$ cat config.mk
export PLATFORM = sky130hd
export DESIGN_NAME = pwg_guard
export DESIGN_NICKNAME = d
export VERILOG_FILES = /design/src/rtl/pwg_pkg.sv /design/src/rtl/pwg_store.sv /design/src/rtl/pwg_cmp.sv /design/src/rtl/pwg_retry.sv /design/src/rtl/pwg_guard.sv
export SDC_FILE = /design/constraint.sdc
export NUM_CORES = 1
export LEC_CHECK = 0
export ABC_AREA = 1
export BUFFER_PORTS_ARGS = -buffer_cell sky130_fd_sc_hd__buf_4
export CAP_MARGIN = 5
export CORE_ASPECT_RATIO = 1.1
export CORE_MARGIN = 3
export CORE_UTILIZATION = 45
export CTS_CLUSTER_SIZE = 25
export DETAILED_ROUTE_END_ITERATION = 8
export PLACE_DENSITY = 0.68
export SLEW_MARGIN = 20
export SYNTH_ARGS = -nofsm -noshare
export SYNTH_HDL_FRONTEND = slang
export SYNTH_SLANG_ARGS = --single-unit
$ cat constraint.sdc
create_clock -name clk -period 1.75 [get_ports clk]
set_input_delay 0.0875 -clock clk [delete_from_list [all_inputs] [get_ports clk]]
set_output_delay 0.0875 -clock clk [all_outputs]
set_load 0.005 [all_outputs]
$ cat src/rtl/pwg_pkg.sv
package pwg_pkg;
    typedef enum logic [1:0] {
        CMD_READ    = 2'b00,
        CMD_WRITE   = 2'b01,
        CMD_RST_DEV = 2'b10,
        CMD_RST_PW  = 2'b11
    } pwg_cmd_e;

    typedef enum logic [1:0] {
        ST_IDLE    = 2'd0,
        ST_COLLECT = 2'd1,
        ST_WRITE   = 2'd2,
        ST_REPORT  = 2'd3
    } pwg_state_e;

    localparam int unsigned NUM_PW = 3;
endpackage

$ cat src/rtl/pwg_store.sv
module pwg_store
    import pwg_pkg::*;
#(
    parameter int unsigned    PW_W    = 64,
    parameter logic [PW_W-1:0] INIT_RD = '0,
    parameter logic [PW_W-1:0] INIT_WR = '0,
    parameter logic [PW_W-1:0] INIT_RS = '0
) (
    input  logic            clk,
    input  logic            rst_n,
    input  logic            zeroise,
    input  pwg_cmd_e        sel,
    output logic [PW_W-1:0] exp_pw
);
    logic [PW_W-1:0] pw_q [NUM_PW];

    for (genvar g = 0; g < NUM_PW; g++) begin : g_pw
        localparam logic [PW_W-1:0] INIT_V = (g == 0) ? INIT_RD :
                                             (g == 1) ? INIT_WR : INIT_RS;
        always_ff @(posedge clk or negedge rst_n) begin
            if (!rst_n)       pw_q[g] <= INIT_V;
            else if (zeroise) pw_q[g] <= '0;
        end
    end

    always_comb begin
        unique case (sel)
            CMD_READ:  exp_pw = pw_q[0];
            CMD_WRITE: exp_pw = pw_q[1];
            default:   exp_pw = pw_q[2];
        endcase
    end
endmodule

$ cat src/rtl/pwg_cmp.sv
module pwg_cmp #(
    parameter int unsigned NBYTES = 8,
    localparam int unsigned PW_W  = NBYTES * 8,
    localparam int unsigned IDX_W = (NBYTES > 1) ? $clog2(NBYTES) : 1
) (
    input  logic            clk,
    input  logic            rst_n,
    input  logic            start,
    input  logic            byte_vld,
    input  logic [7:0]      byte_in,
    input  logic [PW_W-1:0] exp_pw,
    output logic            last_byte,
    output logic            match
);
    logic [IDX_W-1:0] idx_q;
    logic             miss_q;
    logic [7:0]       exp_byte;
    logic             byte_eq;

    assign exp_byte  = exp_pw[(NBYTES - 1 - int'(idx_q)) * 8 +: 8];
    assign byte_eq   = (exp_byte == byte_in);
    assign last_byte = byte_vld && (idx_q == IDX_W'(NBYTES - 1));
    assign match     = !miss_q && byte_eq;

    always_ff @(posedge clk or negedge rst_n) begin
        if (!rst_n) begin
            idx_q  <= '0;
            miss_q <= 1'b0;
        end else if (start) begin
            idx_q  <= '0;
            miss_q <= 1'b0;
        end else if (byte_vld) begin
            idx_q  <= last_byte ? '0 : idx_q + 1'b1;
            miss_q <= miss_q || !byte_eq;
        end
    end
endmodule

$ cat src/rtl/pwg_retry.sv
module pwg_retry
    import pwg_pkg::*;
#(
    parameter int unsigned LIMIT = 8,
    localparam int unsigned CNT_W = $clog2(LIMIT + 1)
) (
    input  logic             clk,
    input  logic             rst_n,
    input  logic             eval,
    input  logic             pass,
    input  pwg_cmd_e         cmd,
    output logic             locked,
    output logic             ok,
    output logic             overflow,
    output logic [CNT_W-1:0] fail_cnt
);
    logic at_limit;

    assign at_limit = (fail_cnt == CNT_W'(LIMIT));
    assign ok       = pass && (!locked || cmd == CMD_RST_DEV);
    assign overflow = eval && !locked && !pass && at_limit;

    always_ff @(posedge clk or negedge rst_n) begin
        if (!rst_n) begin
            fail_cnt <= '0;
            locked   <= 1'b0;
        end else if (eval) begin
            if (locked) begin
                if (ok) begin
                    locked   <= 1'b0;
                    fail_cnt <= '0;
                end
            end else if (pass) begin
                fail_cnt <= '0;
            end else if (at_limit) begin
                locked <= 1'b1;
            end else begin
                fail_cnt <= fail_cnt + 1'b1;
            end
        end
    end
endmodule

$ cat src/rtl/pwg_guard.sv
module pwg_guard
    import pwg_pkg::*;
#(
    parameter int unsigned NBYTES   = 8,
    parameter int unsigned TRY_MAX  = 8,
    parameter logic [NBYTES*8-1:0] PW_RD_INIT = '0,
    parameter logic [NBYTES*8-1:0] PW_WR_INIT = '0,
    parameter logic [NBYTES*8-1:0] PW_RS_INIT = '0
) (
    input  logic       clk,
    input  logic       rst_n,
    input  logic       cmd_valid,
    input  logic [1:0] cmd_code,
    input  logic       pw_valid,
    input  logic [7:0] pw_byte,
    input  logic       wc_done,
    input  logic       poll,
    output logic       poll_resp_valid,
    output logic       poll_ack,
    output logic       access_grant,
    output logic       lock,
    output logic       clear_req,
    output logic       zeroise_req
);
    localparam int unsigned PW_W  = NBYTES * 8;
    localparam int unsigned CNT_W = $clog2(TRY_MAX + 1);

    pwg_state_e       state_q, state_d;
    pwg_cmd_e         cmd_q;
    logic             ok_q;
    logic [PW_W-1:0]  exp_pw;
    logic             last_byte, match, start, eval;
    logic             ok, overflow, zero_now;
    logic [CNT_W-1:0] fail_cnt;

    assign start    = cmd_valid && (state_q == ST_IDLE || state_q == ST_REPORT);
    assign eval     = (state_q == ST_COLLECT) && last_byte;
    assign zero_now = eval && ok && (cmd_q == CMD_RST_PW);

    pwg_store #(
        .PW_W(PW_W), .INIT_RD(PW_RD_INIT), .INIT_WR(PW_WR_INIT), .INIT_RS(PW_RS_INIT)
    ) u_store (
        .clk(clk), .rst_n(rst_n), .zeroise(zero_now), .sel(cmd_q), .exp_pw(exp_pw)
    );

    pwg_cmp #(.NBYTES(NBYTES)) u_cmp (
        .clk(clk), .rst_n(rst_n), .start(start),
        .byte_vld(pw_valid && state_q == ST_COLLECT), .byte_in(pw_byte),
        .exp_pw(exp_pw), .last_byte(last_byte), .match(match)
    );

    pwg_retry #(.LIMIT(TRY_MAX)) u_retry (
        .clk(clk), .rst_n(rst_n), .eval(eval), .pass(match), .cmd(cmd_q),
        .locked(lock), .ok(ok), .overflow(overflow), .fail_cnt(fail_cnt)
    );

    // next-state logic
    always_comb begin
        state_d = state_q;
        unique case (state_q)
            ST_IDLE:    if (cmd_valid) state_d = ST_COLLECT;
            ST_COLLECT: if (last_byte) state_d = ST_WRITE;
            ST_WRITE:   if (wc_done)   state_d = ST_REPORT;
            ST_REPORT:  if (cmd_valid) state_d = ST_COLLECT;
        endcase
    end

    // state register with command and verdict capture
    always_ff @(posedge clk or negedge rst_n) begin
        if (!rst_n) begin
            state_q <= ST_IDLE;
            cmd_q   <= CMD_READ;
            ok_q    <= 1'b0;
        end else begin
            state_q <= state_d;
            if (start) begin
                cmd_q <= pwg_cmd_e'(cmd_code);
                ok_q  <= 1'b0;
            end else if (eval) begin
                ok_q <= ok;
            end
        end
    end

    // registered outputs
    always_ff @(posedge clk or negedge rst_n) begin
        if (!rst_n) begin
            poll_resp_valid <= 1'b0;
            poll_ack        <= 1'b0;
            clear_req       <= 1'b0;
            zeroise_req     <= 1'b0;
        end else begin
            poll_resp_valid <= poll;
            poll_ack        <= poll && (state_q == ST_REPORT) && ok_q;
            clear_req       <= overflow || zero_now;
            zeroise_req     <= zero_now;
        end
    end

    assign access_grant = (state_q == ST_REPORT) && ok_q &&
                          (cmd_q == CMD_READ || cmd_q == CMD_WRITE);
endmodule

### After elaboration in Yosys (flattened, before gate mapping)

Index checks and enable logic that the tools add are counted.

| operators by class | value |
|---|---|
| $add $sub $neg | 3 |
| eq/ne operators | 14 |
| shift-type cells | 1 |
| mux-type cells | 19 |
| reduce and logical (&&, ||, !) cells | 31 |

Operator list:

| kind | count |
|---|---|
| 64-bit by 33-bit variable part select with 8-bit output, first input constant | 1 |
| 4-bit 2-to-1 mux | 4 |
| 1-bit logical AND | 15 |
| 3-bit 2-to-1 mux | 3 |
| 2-bit == test, second input constant | 4 |
| 8-bit == test | 1 |
| 1-bit 2-to-1 mux | 8 |
| 2-bit 2-to-1 mux | 3 |
| 2-bit inequality test, second input constant | 3 |
| 2-bit case mux with 3 select lines | 1 |
| 3-bit AND reduction | 2 |
| 1-bit logical OR | 5 |
| 4-bit by 1-bit adder with 4-bit output, second input constant | 1 |
| 2-bit by 1-bit == test with 1-bit output, second input constant | 2 |
| 4-bit == test, second input constant | 1 |
| 1-bit logical NOT | 4 |
| 2-bit logical NOT | 2 |
| 2-bit nonzero test | 2 |
| 3-bit by 3-bit subtractor with 4-bit output, first input constant | 1 |
| 3-bit by 1-bit adder with 3-bit output, second input constant | 1 |
| 3-bit == test, second input constant | 1 |
| 3-bit by 1-bit inequality test with 1-bit output, second input constant | 1 |
| 2-bit by 1-bit inequality test with 1-bit output, second input constant | 1 |
| 2-bit OR reduction | 1 |

| storage, ports and cells | value |
|---|---|
| flip-flop bits (word level) | 18 |
| input port bits | 16 |
| output and inout bits | 6 |
| word-level logic and storage cells | 79 |

### Depth between registers and ports, before layout

| depth | value |
|---|---|
| depth in word-level cells | 8 |
| mapped depth | 9 |
| depth with buffers taken out | 9 |

### Hierarchy

Synthesis repeated with hierarchy kept, for this count alone.

| unflattened totals | value |
|---|---|
| cells, all modules | 383 |
| area, all modules | 2,344.7 µm² |

By module, submodules not included:

| module | instances | cells an instance | area an instance (µm²) | sequential area each (µm²) |
|---|---|---|---|---|
| pwg_cmp | 1 | 212 | 1,054.8 | 100.1 |
| pwg_store | 1 | 65 | 484.2 | 0.0 |
| pwg_guard | 1 | 51 | 437.9 | 225.2 |
| pwg_retry | 1 | 55 | 367.9 | 125.1 |

### Worst setup path after synthesis

Ideal clock, no wire load.

| timing path | value |
|---|---|
| path kind | register to register |
| from | register state_q[1] |
| to | register state_q[0] |
| library setup time | 0.125 ns |
| arrival time | 1.200 ns |
| data required time | 1.625 ns |
| setup slack | 0.425 ns |
| stages on the path, launching flop included | 10 |
| buffers on the path | 0 |
| period minus slack after synthesis | 1.325 ns |
| cell sequence | dfrtp_1 inv_1 ha_1 nand2_2 nor2_4 inv_2 nand2_1 o221ai_2 nand2_1 o21ai_1 |

| on the way | value |
|---|---|
| word-level cells in the longest chain between the ends | 5 |
| elaborated cells between the ends (all ways) | 12 |
| classes of those cells | 6 x eq/ne; 1 x mux; 5 x reduce/logical |

RTL lines:

| what | RTL line | text |
|---|---|---|
| from (decl) | pwg_guard.sv:28 | `pwg_state_e state_q, state_d;` |
| from (signal assigned) | pwg_guard.sv:75 | `state_q <= state_d;` |
| 2-bit by 1-bit == test with 1-bit output | pwg_guard.sv:48, pwg_guard.sv:60 |  |
| 1-bit logical AND | pwg_guard.sv:48 | `.byte_vld(pw_valid && state_q == ST_COLLECT), .byte_in(pw_byte),` |
| 1-bit logical AND | pwg_cmp.sv:22 | `assign last_byte = byte_vld && (idx_q == IDX_W'(NBYTES - 1));` |
| 2-bit inequality test (no line) | n/a |  |
| 3-bit AND reduction (no line) | n/a |  |

Several ways; a longest one is shown, not always the timed one.
A chain may end at the register's enable or synchronous reset.

### Worst setup path in the final report

Ends and elaborated chain as after synthesis.

==> flow_summary_export.csv <==
group,metric,value,unit
pwr,peakVddDrop,0.786,mV
global_route,gr-usage-all-layers,15.4,%
timing,worst_pin_slew,0.247,ns
floorplanning,die_w,50.9,um
flow_run,cap_violations,0,
pwr,powerDensity,974,nW/um^2
setup_path,critPathSlowestCell,"dfrtp_1",
synth,yosysWarnings,0,
floorplanning,coreArea,2060,um^2
timing,finalSetupViolCount,0,
setup_path,startpoint_type,"register",
timing,fin_tns_setup,0,ns
layout,drive_gt1_share,28.1,%
global_route,overflow,0,
route,drc,0,
route,drtPass1Iterations,2,
setup_path,cp_cell_sequence,"inv_1, ha_1, nand2_2, nor2_4, inv_2, nand2_1, o221ai_2, nand2_1, o21ai_1",
setup_path,end_kind,"register",
synth,synth_cell_type_count,22,
route,vias,823,
synth,ys.flop_type,"dfrtp_1",
synth,ys_seq_area_share,45.1,%
place,gp_congestion,0.792,
floorplanning,io-pin-count,22,
status,status,"finished, final reports clean",
place,numPortBuffers,21,
clock_tree,cts-root-buf,"clkbuf_4",
clock_tree,clk_pin_slew_worst_paths,0.11,ns
setup_path,cp.required,1.94,ns
timing,fmax,0.668,GHz
timing,setup_ws,0.253,ns
timing,rsz0062_at_grt,"no",
clock_tree,post-cts-setup-buffers,0,
synth,synth_area_leaders,"dfrtp_1, nand2_1, ha_1",
global_route,grt_max_degree,19,
timing,clock_skew,0.00345,ns
setup_path,crit_path_frequent_cell,"nand2_1",
setup_path,critPathKind,"register to register",
clock_tree,cts_tree,"done",
floorplanning,die_y,55.4,um
global_route,antenna_found_initial,0,
place,dp_hpwl,1530,um
layout,syn2layout_area_growth,26.9,%
clock_tree,htree_levels,1,
synth,synth-edff-count,0,
route,ant_nets,0,
place,dp_slack,0.265,ns
setup_path,cp_data_arrival_time,1.68,ns
layout,n_antenna_cell,0,
global_route,grt_pass1_wl,3390,um
synth,synth.avg_cell_area,8.53,um^2
floorplanning,initial_core_util,48.4,%
clock_tree,clock_path_buffers,2,
setup_path,cpPeakStageDelay,0.43,ns
route,initialDrtViolationCount,5,
timing,hold_viol_final,0,
synth,synth_top_area_share,45.1,%
timing,max_slew_margin,83.5,%
layout,fin_nets,170,
clock_tree,cts.sinks,18,
timing,period_needed,1.50,ns
setup_path,critPathBufInv,2,
synth,ys_seq_elements,18,
timing,report.final.slew_viol_count,0,
timing,finalCritPeriodShare,85.5,%
global_route,grt_pass1_vias,819,
route,drt-total-wl,1970,um
route,vias_per_cell,4.73,
synth,syn-instance-count,117,
min_path,hp-class,"input port to register",
synth,syn_nets,140,
setup_path,critical_path.max_fanout,5,
clock_tree,clk_latency,0.29,ns
floorplanning,row_count,17,
setup_path,cpLargestDelayFamily,"simple AND/OR/NAND/NOR gates",
clock_tree,cts_buffers,3,
pwr,leakage,0.645,nW
route,wl_per_cell,11.3,um
synth,synth_area,998,um^2
synth,async_reset_ff_share,100,%
synth,synth_top_area_cell,"dfrtp_1",
floorplanning,dieArea,2820,um^2
placed cells by master, fill, tap and decap left out, types with 2 or more instances in the layout:
cell           instances
ha_1                   7
nand2_2                2
inv_1                 16
nor2_4                 2
clkbuf_4               3
o21ai_1                3
dlygate4sd3_1          4
nand2_1               28
nand3_2                3
dfrtp_1               18
o21ai_0                4
buf_4                 21
nor2_1                10
nor2_2                 5
nand3_1                9
synth_stat cells, types with 2 or more instances:
cell type / number
nand3_1: 9
nor2_1: 10
nor2_2: 5
nand3_2: 3
ha_1: 7
inv_1: 16
nand2_2: 2
o21ai_1: 3
o21ai_0: 4
nand2_1: 28
dfrtp_1: 18
nor2_4: 2
worst register-to-register path, stage by stage, from the launching register on:
cell,delay (ns)
dfrtp_1,0.43
inv_1,0.07
ha_1,0.19
nand2_2,0.11
nor2_4,0.16
inv_2,0.08
nand2_1,0.08
o221ai_2,0.12
nand2_1,0.09
o21ai_1,0.06
power by group:
group	switching, W	internal, W
Sequential	0.0000620	0.000495
Combinational	0.000254	0.000160
Clock	0.000136	0.000127
Total	0.000452	0.000782
timing repair:
action                                 CTS  global route
hold buffers                             4             0
endpoints found under the hold margin   22             0
resized for setup                        0             0
sequential cells by signal, indices dropped and copies added (netlist names):
signal	count
u_cmp.idx_q	3
zeroise_req	1
u_retry.fail_cnt	4
state_q	2
poll_resp_valid	1
u_cmp.miss_q	1
poll_ack	1
u_retry.locked	1
clear_req	1
cmd_q	2
ok_q	1
cell families (layout without fill, tap and decap cells):
| group | after synthesis | after routing | share of synthesized area (%) |
|---|---|---|---|
| AOI/OAI and AO/OA | 13 | 13 | 8.90 |
| DFF | 18 | 18 | 45.1 |
| and+or+nand+nor | 60 | 60 | 29.1 |
| buffers and inverters | 17 | 46 | 6.39 |
| xor gates and xnor gates | 2 | 2 | 1.75 |
| adders and majority gates | 7 | 7 | 8.77 |
final cells by class:
type	count	area, um^2
Clock buffer	4	36.3
Fill cell	166	796
Inverter	17	63.8
Multi-Input combinational cell	82	484
Sequential cell	18	450
Tap cell	28	35.0
Timing Repair Buffer	25	198
stage by stage:
| stage | util (%) | hold slack, ns | power, W | std cells | area [um^2] |
|---|---|---|---|---|---|
| 2_1_floorplan | - | -0.208 | 0.000846 | 117 | 998 |
| 3_3_place_gp | 57.7 | -0.0302 | 0.000944 | 166 | 1190 |
| 3_5_place_dp | 57.7 | -0.0288 | 0.000973 | 166 | 1190 |
| 4_1_cts | 61.4 | 0.154 | 0.00124 | 174 | 1270 |
| 5_1_grt | 61.4 | 0.171 | 0.00133 | 174 | 1270 |
| 6_report | 61.4 | 0.166 | 0.00123 | 174 | 1270 |
routing by layer:
| metal | part of all wire, % | global-route usage (%) | vias up | wire length, um |
|---|---|---|---|---|
| met2 | 50 | 25.6 | 18 | 993 |
| met1 | 45 | 19.7 | 371 | 881 |
| li1 | - | - | 432 | - |
| met3 | 4.0 | 2.43 | 2 | 79 |
| met5 | 0 | 0 | - | 0 |
| met4 | 0.81 | 6.15 | 0 | 16 |
worst paths after layout:
kind | slack [ns] | end | depth (start not counted) | startpoint
max | 0.25 | state_q[0] | 9 | state_q[1]
min | 0.17 | u_cmp.idx_q[2] | 4 | pw_valid
max reg2reg | 0.25 | state_q[0] | 9 | state_q[1]
min reg2reg | 0.54 | u_retry.fail_cnt[3] | 2 | u_retry.fail_cnt[3]
max in group asynchronous | 1.37 | u_retry.fail_cnt[0] | 2 | rst_n
min in group asynchronous | 0.18 | state_q[1] | 2 | rst_n
Note: power is estimated with default switching activity, not from simulation.
